File: src/rtl/aud_regs_pkg.sv
package aud_regs_pkg;
  localparam logic [7:0] OFS_GIE   = 8'h1C;
  localparam logic [7:0] OFS_ISR   = 8'h20;
  localparam logic [7:0] OFS_IER   = 8'h28;
  localparam logic [7:0] OFS_SRST  = 8'h40;
  localparam logic [7:0] OFS_CTRL  = 8'h44;
  localparam logic [7:0] OFS_CSTAT = 8'h4C;
  localparam logic [7:0] OFS_UDATA = 8'h64;

  localparam int          EVT_BIT  = 5;
  localparam int          GIE_BIT  = 31;
  localparam logic [31:0] SRST_KEY = 32'h0000_000A;

  typedef struct packed {
    logic [3:0] clk_cfg;
    logic       flush;
    logic       core_en;
  } ctrl_t;
endpackage

File: src/rtl/aud_ctl_bank.sv
module aud_ctl_bank
  import aud_regs_pkg::*;
(
  input  logic       clk,
  input  logic       rst_n,
  input  logic       srst,
  input  logic       wr_ctrl,
  input  logic [5:0] wdata,
  output ctrl_t      ctrl
);
  // flush is a request bit: it lives exactly one cycle after being written
  always_ff @(posedge clk or negedge rst_n) begin
    if (!rst_n) begin
      ctrl <= '0;
    end else if (srst) begin
      ctrl <= '0;
    end else if (wr_ctrl) begin
      ctrl <= ctrl_t'(wdata);
    end else begin
      ctrl.flush <= 1'b0;
    end
  end
endmodule

File: src/rtl/aud_irq_unit.sv
module aud_irq_unit #(
  parameter int          DW        = 32,
  parameter logic [31:0] IMPL_MASK = 32'h0000_0020,
  parameter int          GIE_POS   = 31
) (
  input  logic          clk,
  input  logic          rst_n,
  input  logic          srst,
  input  logic          wr_isr,
  input  logic          wr_ier,
  input  logic          wr_gie,
  input  logic [DW-1:0] wdata,
  input  logic [DW-1:0] evt,
  output logic [DW-1:0] isr_q,
  output logic [DW-1:0] ier_q,
  output logic          gie_q,
  output logic          irq
);
  localparam logic [DW-1:0] MASK = DW'(IMPL_MASK);

  logic [DW-1:0] set_v, clr_v, isr_d;

  assign set_v = evt & MASK;
  assign clr_v = wr_isr ? (wdata & MASK) : '0;
  // set has priority over a same-cycle clear
  assign isr_d = set_v | (isr_q & ~clr_v);

  always_ff @(posedge clk or negedge rst_n) begin
    if (!rst_n) begin
      isr_q <= '0;
      ier_q <= '0;
      gie_q <= 1'b0;
      irq   <= 1'b0;
    end else if (srst) begin
      isr_q <= '0;
      ier_q <= '0;
      gie_q <= 1'b0;
      irq   <= 1'b0;
    end else begin
      isr_q <= isr_d;
      if (wr_ier) ier_q <= wdata & MASK;
      if (wr_gie) gie_q <= wdata[GIE_POS];
      irq <= gie_q & (|(isr_q & ier_q));
    end
  end
endmodule

File: src/rtl/aud_cap_regs.sv
module aud_cap_regs #(
  parameter int DW = 32
) (
  input  logic          clk,
  input  logic          rst_n,
  input  logic          srst,
  input  logic          evt,
  input  logic [DW-1:0] cs_in,
  input  logic [DW-1:0] ud_in,
  output logic [DW-1:0] cs_q,
  output logic [DW-1:0] ud_q
);
  always_ff @(posedge clk or negedge rst_n) begin
    if (!rst_n) begin
      cs_q <= '0;
      ud_q <= '0;
    end else if (srst) begin
      cs_q <= '0;
      ud_q <= '0;
    end else if (evt) begin
      cs_q <= cs_in;
      ud_q <= ud_in;
    end
  end
endmodule

File: src/rtl/aud_ctl_regs.sv
module aud_ctl_regs
  import aud_regs_pkg::*;
#(
  parameter int ADDR_W = 8
) (
  input  logic              clk,
  input  logic              rst_n,
  input  logic              reg_wr,
  input  logic [ADDR_W-1:0] reg_addr,
  input  logic [31:0]       reg_wdata,
  output logic [31:0]       reg_rdata,
  input  logic              cs_evt,
  input  logic [31:0]       cs_word,
  input  logic [31:0]       ud_word,
  output logic              core_en,
  output logic              fifo_flush,
  output logic [3:0]        clk_cfg,
  output logic              core_srst,
  output logic              irq
);
  localparam int          DW        = 32;
  localparam logic [31:0] IMPL_MASK = 32'h1 << EVT_BIT;

  localparam logic [ADDR_W-1:0] A_GIE   = ADDR_W'(OFS_GIE);
  localparam logic [ADDR_W-1:0] A_ISR   = ADDR_W'(OFS_ISR);
  localparam logic [ADDR_W-1:0] A_IER   = ADDR_W'(OFS_IER);
  localparam logic [ADDR_W-1:0] A_SRST  = ADDR_W'(OFS_SRST);
  localparam logic [ADDR_W-1:0] A_CTRL  = ADDR_W'(OFS_CTRL);
  localparam logic [ADDR_W-1:0] A_CSTAT = ADDR_W'(OFS_CSTAT);
  localparam logic [ADDR_W-1:0] A_UDATA = ADDR_W'(OFS_UDATA);

  logic          srst_hit;
  logic          wr_ctrl, wr_isr, wr_ier, wr_gie;
  ctrl_t         ctrl;
  logic [DW-1:0] isr_v, ier_v, evt_v, cs_q, ud_q;
  logic          gie_b;
  logic          srst_q;

  assign srst_hit = reg_wr && (reg_addr == A_SRST) && (reg_wdata == SRST_KEY);
  assign wr_ctrl  = reg_wr && (reg_addr == A_CTRL);
  assign wr_isr   = reg_wr && (reg_addr == A_ISR);
  assign wr_ier   = reg_wr && (reg_addr == A_IER);
  assign wr_gie   = reg_wr && (reg_addr == A_GIE);
  assign evt_v    = DW'(cs_evt) << EVT_BIT;

  aud_ctl_bank u_ctl (
    .clk     (clk),
    .rst_n   (rst_n),
    .srst    (srst_hit),
    .wr_ctrl (wr_ctrl),
    .wdata   (reg_wdata[5:0]),
    .ctrl    (ctrl)
  );

  aud_irq_unit #(.DW(DW), .IMPL_MASK(IMPL_MASK), .GIE_POS(GIE_BIT)) u_irq (
    .clk    (clk),
    .rst_n  (rst_n),
    .srst   (srst_hit),
    .wr_isr (wr_isr),
    .wr_ier (wr_ier),
    .wr_gie (wr_gie),
    .wdata  (reg_wdata),
    .evt    (evt_v),
    .isr_q  (isr_v),
    .ier_q  (ier_v),
    .gie_q  (gie_b),
    .irq    (irq)
  );

  aud_cap_regs #(.DW(DW)) u_cap (
    .clk   (clk),
    .rst_n (rst_n),
    .srst  (srst_hit),
    .evt   (cs_evt),
    .cs_in (cs_word),
    .ud_in (ud_word),
    .cs_q  (cs_q),
    .ud_q  (ud_q)
  );

  always_ff @(posedge clk or negedge rst_n) begin
    if (!rst_n) srst_q <= 1'b0;
    else        srst_q <= srst_hit;
  end

  assign core_srst  = srst_q;
  assign core_en    = ctrl.core_en;
  assign fifo_flush = ctrl.flush;
  assign clk_cfg    = ctrl.clk_cfg;

  always_comb begin
    unique case (reg_addr)
      A_GIE:   reg_rdata = {gie_b, 31'b0};
      A_ISR:   reg_rdata = isr_v;
      A_IER:   reg_rdata = ier_v;
      A_CTRL:  reg_rdata = {26'b0, ctrl};
      A_CSTAT: reg_rdata = cs_q;
      A_UDATA: reg_rdata = ud_q;
      default: reg_rdata = '0;
    endcase
  end
endmodule

File: config.mk
export PLATFORM = sky130hd
export DESIGN_NAME = aud_ctl_regs
export DESIGN_NICKNAME = d
export VERILOG_FILES = /design/src/rtl/aud_regs_pkg.sv /design/src/rtl/aud_ctl_bank.sv /design/src/rtl/aud_irq_unit.sv /design/src/rtl/aud_cap_regs.sv /design/src/rtl/aud_ctl_regs.sv
export SDC_FILE = /design/constraint.sdc
export NUM_CORES = 1
export LEC_CHECK = 0
export CORE_MARGIN = 3
export CORE_UTILIZATION = 46
export DETAILED_ROUTE_END_ITERATION = 6
export DONT_BUFFER_PORTS = 1
export PLACE_DENSITY_LB_ADDON = 0.15
export SYNTH_ARGS = -nofsm -noshare
export SYNTH_HDL_FRONTEND = slang
export SYNTH_SLANG_ARGS = --single-unit
File: constraint.sdc
create_clock -name clk -period 1.11 [get_ports clk]
set_clock_uncertainty 0.05 [all_clocks]
set_input_delay 0.0555 -clock clk [delete_from_list [all_inputs] [get_ports clk]]
set_output_delay 0.0555 -clock clk [all_outputs]
set_load 0.05 [all_outputs]
==> run metrics <==
status=finished, violations left; failing checks=hold timing, setup timing; WL/cell=19.58 um; 1st-pass router iterations=4; CTS clk-pin slew, worst paths=0.07 ns; initial antenna violation count=0; share of cells above drive strength 1=26.82%; CTS H-tree lvls=3; Via Count=2963; r2r startpoint=u_irq.isr_q[5]; hold_buf cts=72; Hold Crit Class=in2async; vias in the first global route=3179; Final Cycle Share=155.6%; Slew Viols, Final=0; Post-synth EDFFs=0; r2r setup slk=0.15 ns; Initial DRC Count=109; CP peak stage delay=0.38 ns; Synth Warn #=0; worst-path maximum fanout=2; TritonCTS buffer count=9; Final min period=1.727 ns; gpl congestion=0.8228; commonest non-fill, non-tap cell in the layout=nor2_1; grt ovf=0; R2R Path End=u_irq.isr_q[5]; asr flop ratio synth=100.0%; # rows=31; RSZ-0062 raised after global routing=true; Tot GR Track Use=24.01%; Clk Latency, worst-skew pair=0.33 ns; synth unique cells=32; worst hold margin=-0.6416 ns; Power Density=1067 nW/um^2; Finished Layout Cells=539; Yosys reg bits=75; synthesis-to-finish area growth=53.54%; DRT antenna net count=0; Avg Vias per Cell=5.497; Syn Inst Count=325; nets@finish=544; required time of the worst setup path=1.00 ns; CTS tree=yes; worst slack, placed=-0.2833 ns; critical path class=reg2out; VDD IR max=0.7081 mV; post-place instance area=4337 um^2; Antenna Cells=0; Finished Cell Area=5529 um^2; register area share after synthesis=52.12%; area of the core=7408 um^2; highest-count cells in the layout ignoring fill and taps=nor2_1, dfrtp_1, dlygate4sd3_1; Die Y=94.48 um; CP max stage cell=or3b_4; mapped cell area=3601 um^2; die width=94.48 um; HPWL Detailed=6.614 mm; Port Buffers=0; Initial Util=48.61%; slew at the pin with the worst max-slew slack=0.4800 ns; worst r2r path cells=4; residual DRC count=0; fmax=0.5791 GHz; largest net degree at the start of global routing=76; max-cap violations=0; CP arrival=1.62 ns; Avg Inst Size Synth=11.08 um^2; clock tree buffer depth=2; Hold Fails Final Rpt=140; Primary FF master, synth=dfrtp_1; # clock sinks=75; I/O pins=148; CP delay by family, top=compound AO/OA/AOI/OAI gates; Placed Cells incl. Taps=440; CP endpoint kind=output port; final setup margin=-0.6168 ns; Buf/Inv on CP=1; Critical Path, Cell by Cell=or3b_4 > a21oi_2 > a31oi_2 > o21ai_4 > buf_12; Die ar.=8926 um^2; setup TNS=-8.124 ns; Final setup viols=91; global-route wire length before repair=16.42 mm; final WL=10.56 mm; Pleak=2.625 nW; Slew HR=68.02%; Critical Path Start Type=flop; post-synth net total=433; Root Buffer=clkbuf_8
metal layers:
layer,wire length (um),track usage (%),up-vias
met5,0,0,-
met4,143,7.572,0
met3,651,4.940,12
met2,5490,41.37,118
met1,4271,30.36,1458
li1,-,-,1375
kinds of logic after synthesis:
| family | Yosys count | synth area share [%] |
|---|---|---|
| and+or+nand+nor | 116 | 15.50 |
| DFF | 75 | 52.12 |
| buffers and inverters | 27 | 4.343 |
| AOI/OAI and AO/OA | 36 | 8.304 |
| muxes | 71 | 19.74 |
worst max-delay path by stage:
stage | endpoint | slack (ns) | from | cells after the start
after floorplan | reg_rdata[5] | -0.21 | u_irq.isr_q[5] | 4
after global placement | reg_rdata[22] | -0.24 | reg_addr[0] | 5
after detailed placement | reg_rdata[3] | -0.28 | reg_addr[0] | 5
after CTS | reg_rdata[5] | -0.62 | u_irq.isr_q[5] | 5
after global routing | reg_rdata[5] | -0.69 | u_irq.isr_q[5] | 5
final | reg_rdata[5] | -0.62 | u_irq.isr_q[5] | 5
power breakdown:
group	switching [W]	total, W	internal, W
Combinational	0.000280	0.000745	0.000465
Sequential	0.000192	0.00317	0.00298
Clock	0.000962	0.00198	0.00102
Total	0.00143	0.00590	0.00446
synthesized netlist by cell type (2+ instances only):
master | count | area (um^2)
a21oi_1 | 2 | 10.01
a222oi_1 | 2 | 20.02
a22o_1 | 25 | 219.0
a22oi_1 | 4 | 30.03
and3_1 | 2 | 12.51
buf_2 | 13 | 65.06
buf_4 | 8 | 60.06
dfrtp_1 | 75 | 1877
inv_1 | 3 | 11.26
mux2i_1 | 71 | 710.7
nand2_1 | 9 | 33.78
nand3_1 | 3 | 15.01
nand4_1 | 5 | 31.28
nor2_1 | 75 | 281.5
nor2b_1 | 3 | 18.77
nor3_1 | 2 | 10.01
nor4_1 | 6 | 37.54
nor4bb_1 | 3 | 30.03
timing repair:
item / CTS / global route
pin swaps: 13 / 15
buffers inserted: 7 / 8
endpoints found under the setup margin: 35 / 107
cloned: 2 / 1
hold endpoints to repair: 148 / 140
gates resized for setup: 26 / 13
sequential cells by signal, indices dropped and copies added (netlist names):
| signal | flops |
|---|---|
| u_irq.irq | 1 |
| core_srst | 1 |
| u_irq.ier_q | 1 |
| u_cap.cs_q | 32 |
| u_ctl.ctrl | 6 |
| u_irq.isr_q | 1 |
| u_cap.ud_q | 32 |
| u_irq.gie_q | 1 |
worst reg2reg max path, delay by kind of cell (launching register included):
family	cells	cell delay (ns)
buffers and inverters	2	0.25
AO/OA/AOI/OAI	1	0.11
AND/OR/NAND/NOR	1	0.05
flip-flops	1	0.39
final cells by class:
type / count / area [um^2]
clock buffer: 10 / 127.6
clock inverter: 5 / 55.05
fill: 495 / 1879
inverter: 3 / 16.27
multi-input combinational: 223 / 1922
sequential: 75 / 1878
tap: 99 / 123.9
timing repair buffer: 124 / 1406
per-stage QoR:
stage / power [W] / hold WS [ns] / util [%]
floorplan: 0.003609 / -0.2901 / -
global placement: 0.003657 / -0.2873 / 58.54
detailed placement: 0.003698 / -0.2870 / 58.54
CTS: 0.005932 / -0.6557 / 73.18
global route: 0.006184 / -0.6653 / 74.63
finish: 0.005897 / -0.6416 / 74.63
Power figures use the tool's default switching activity.
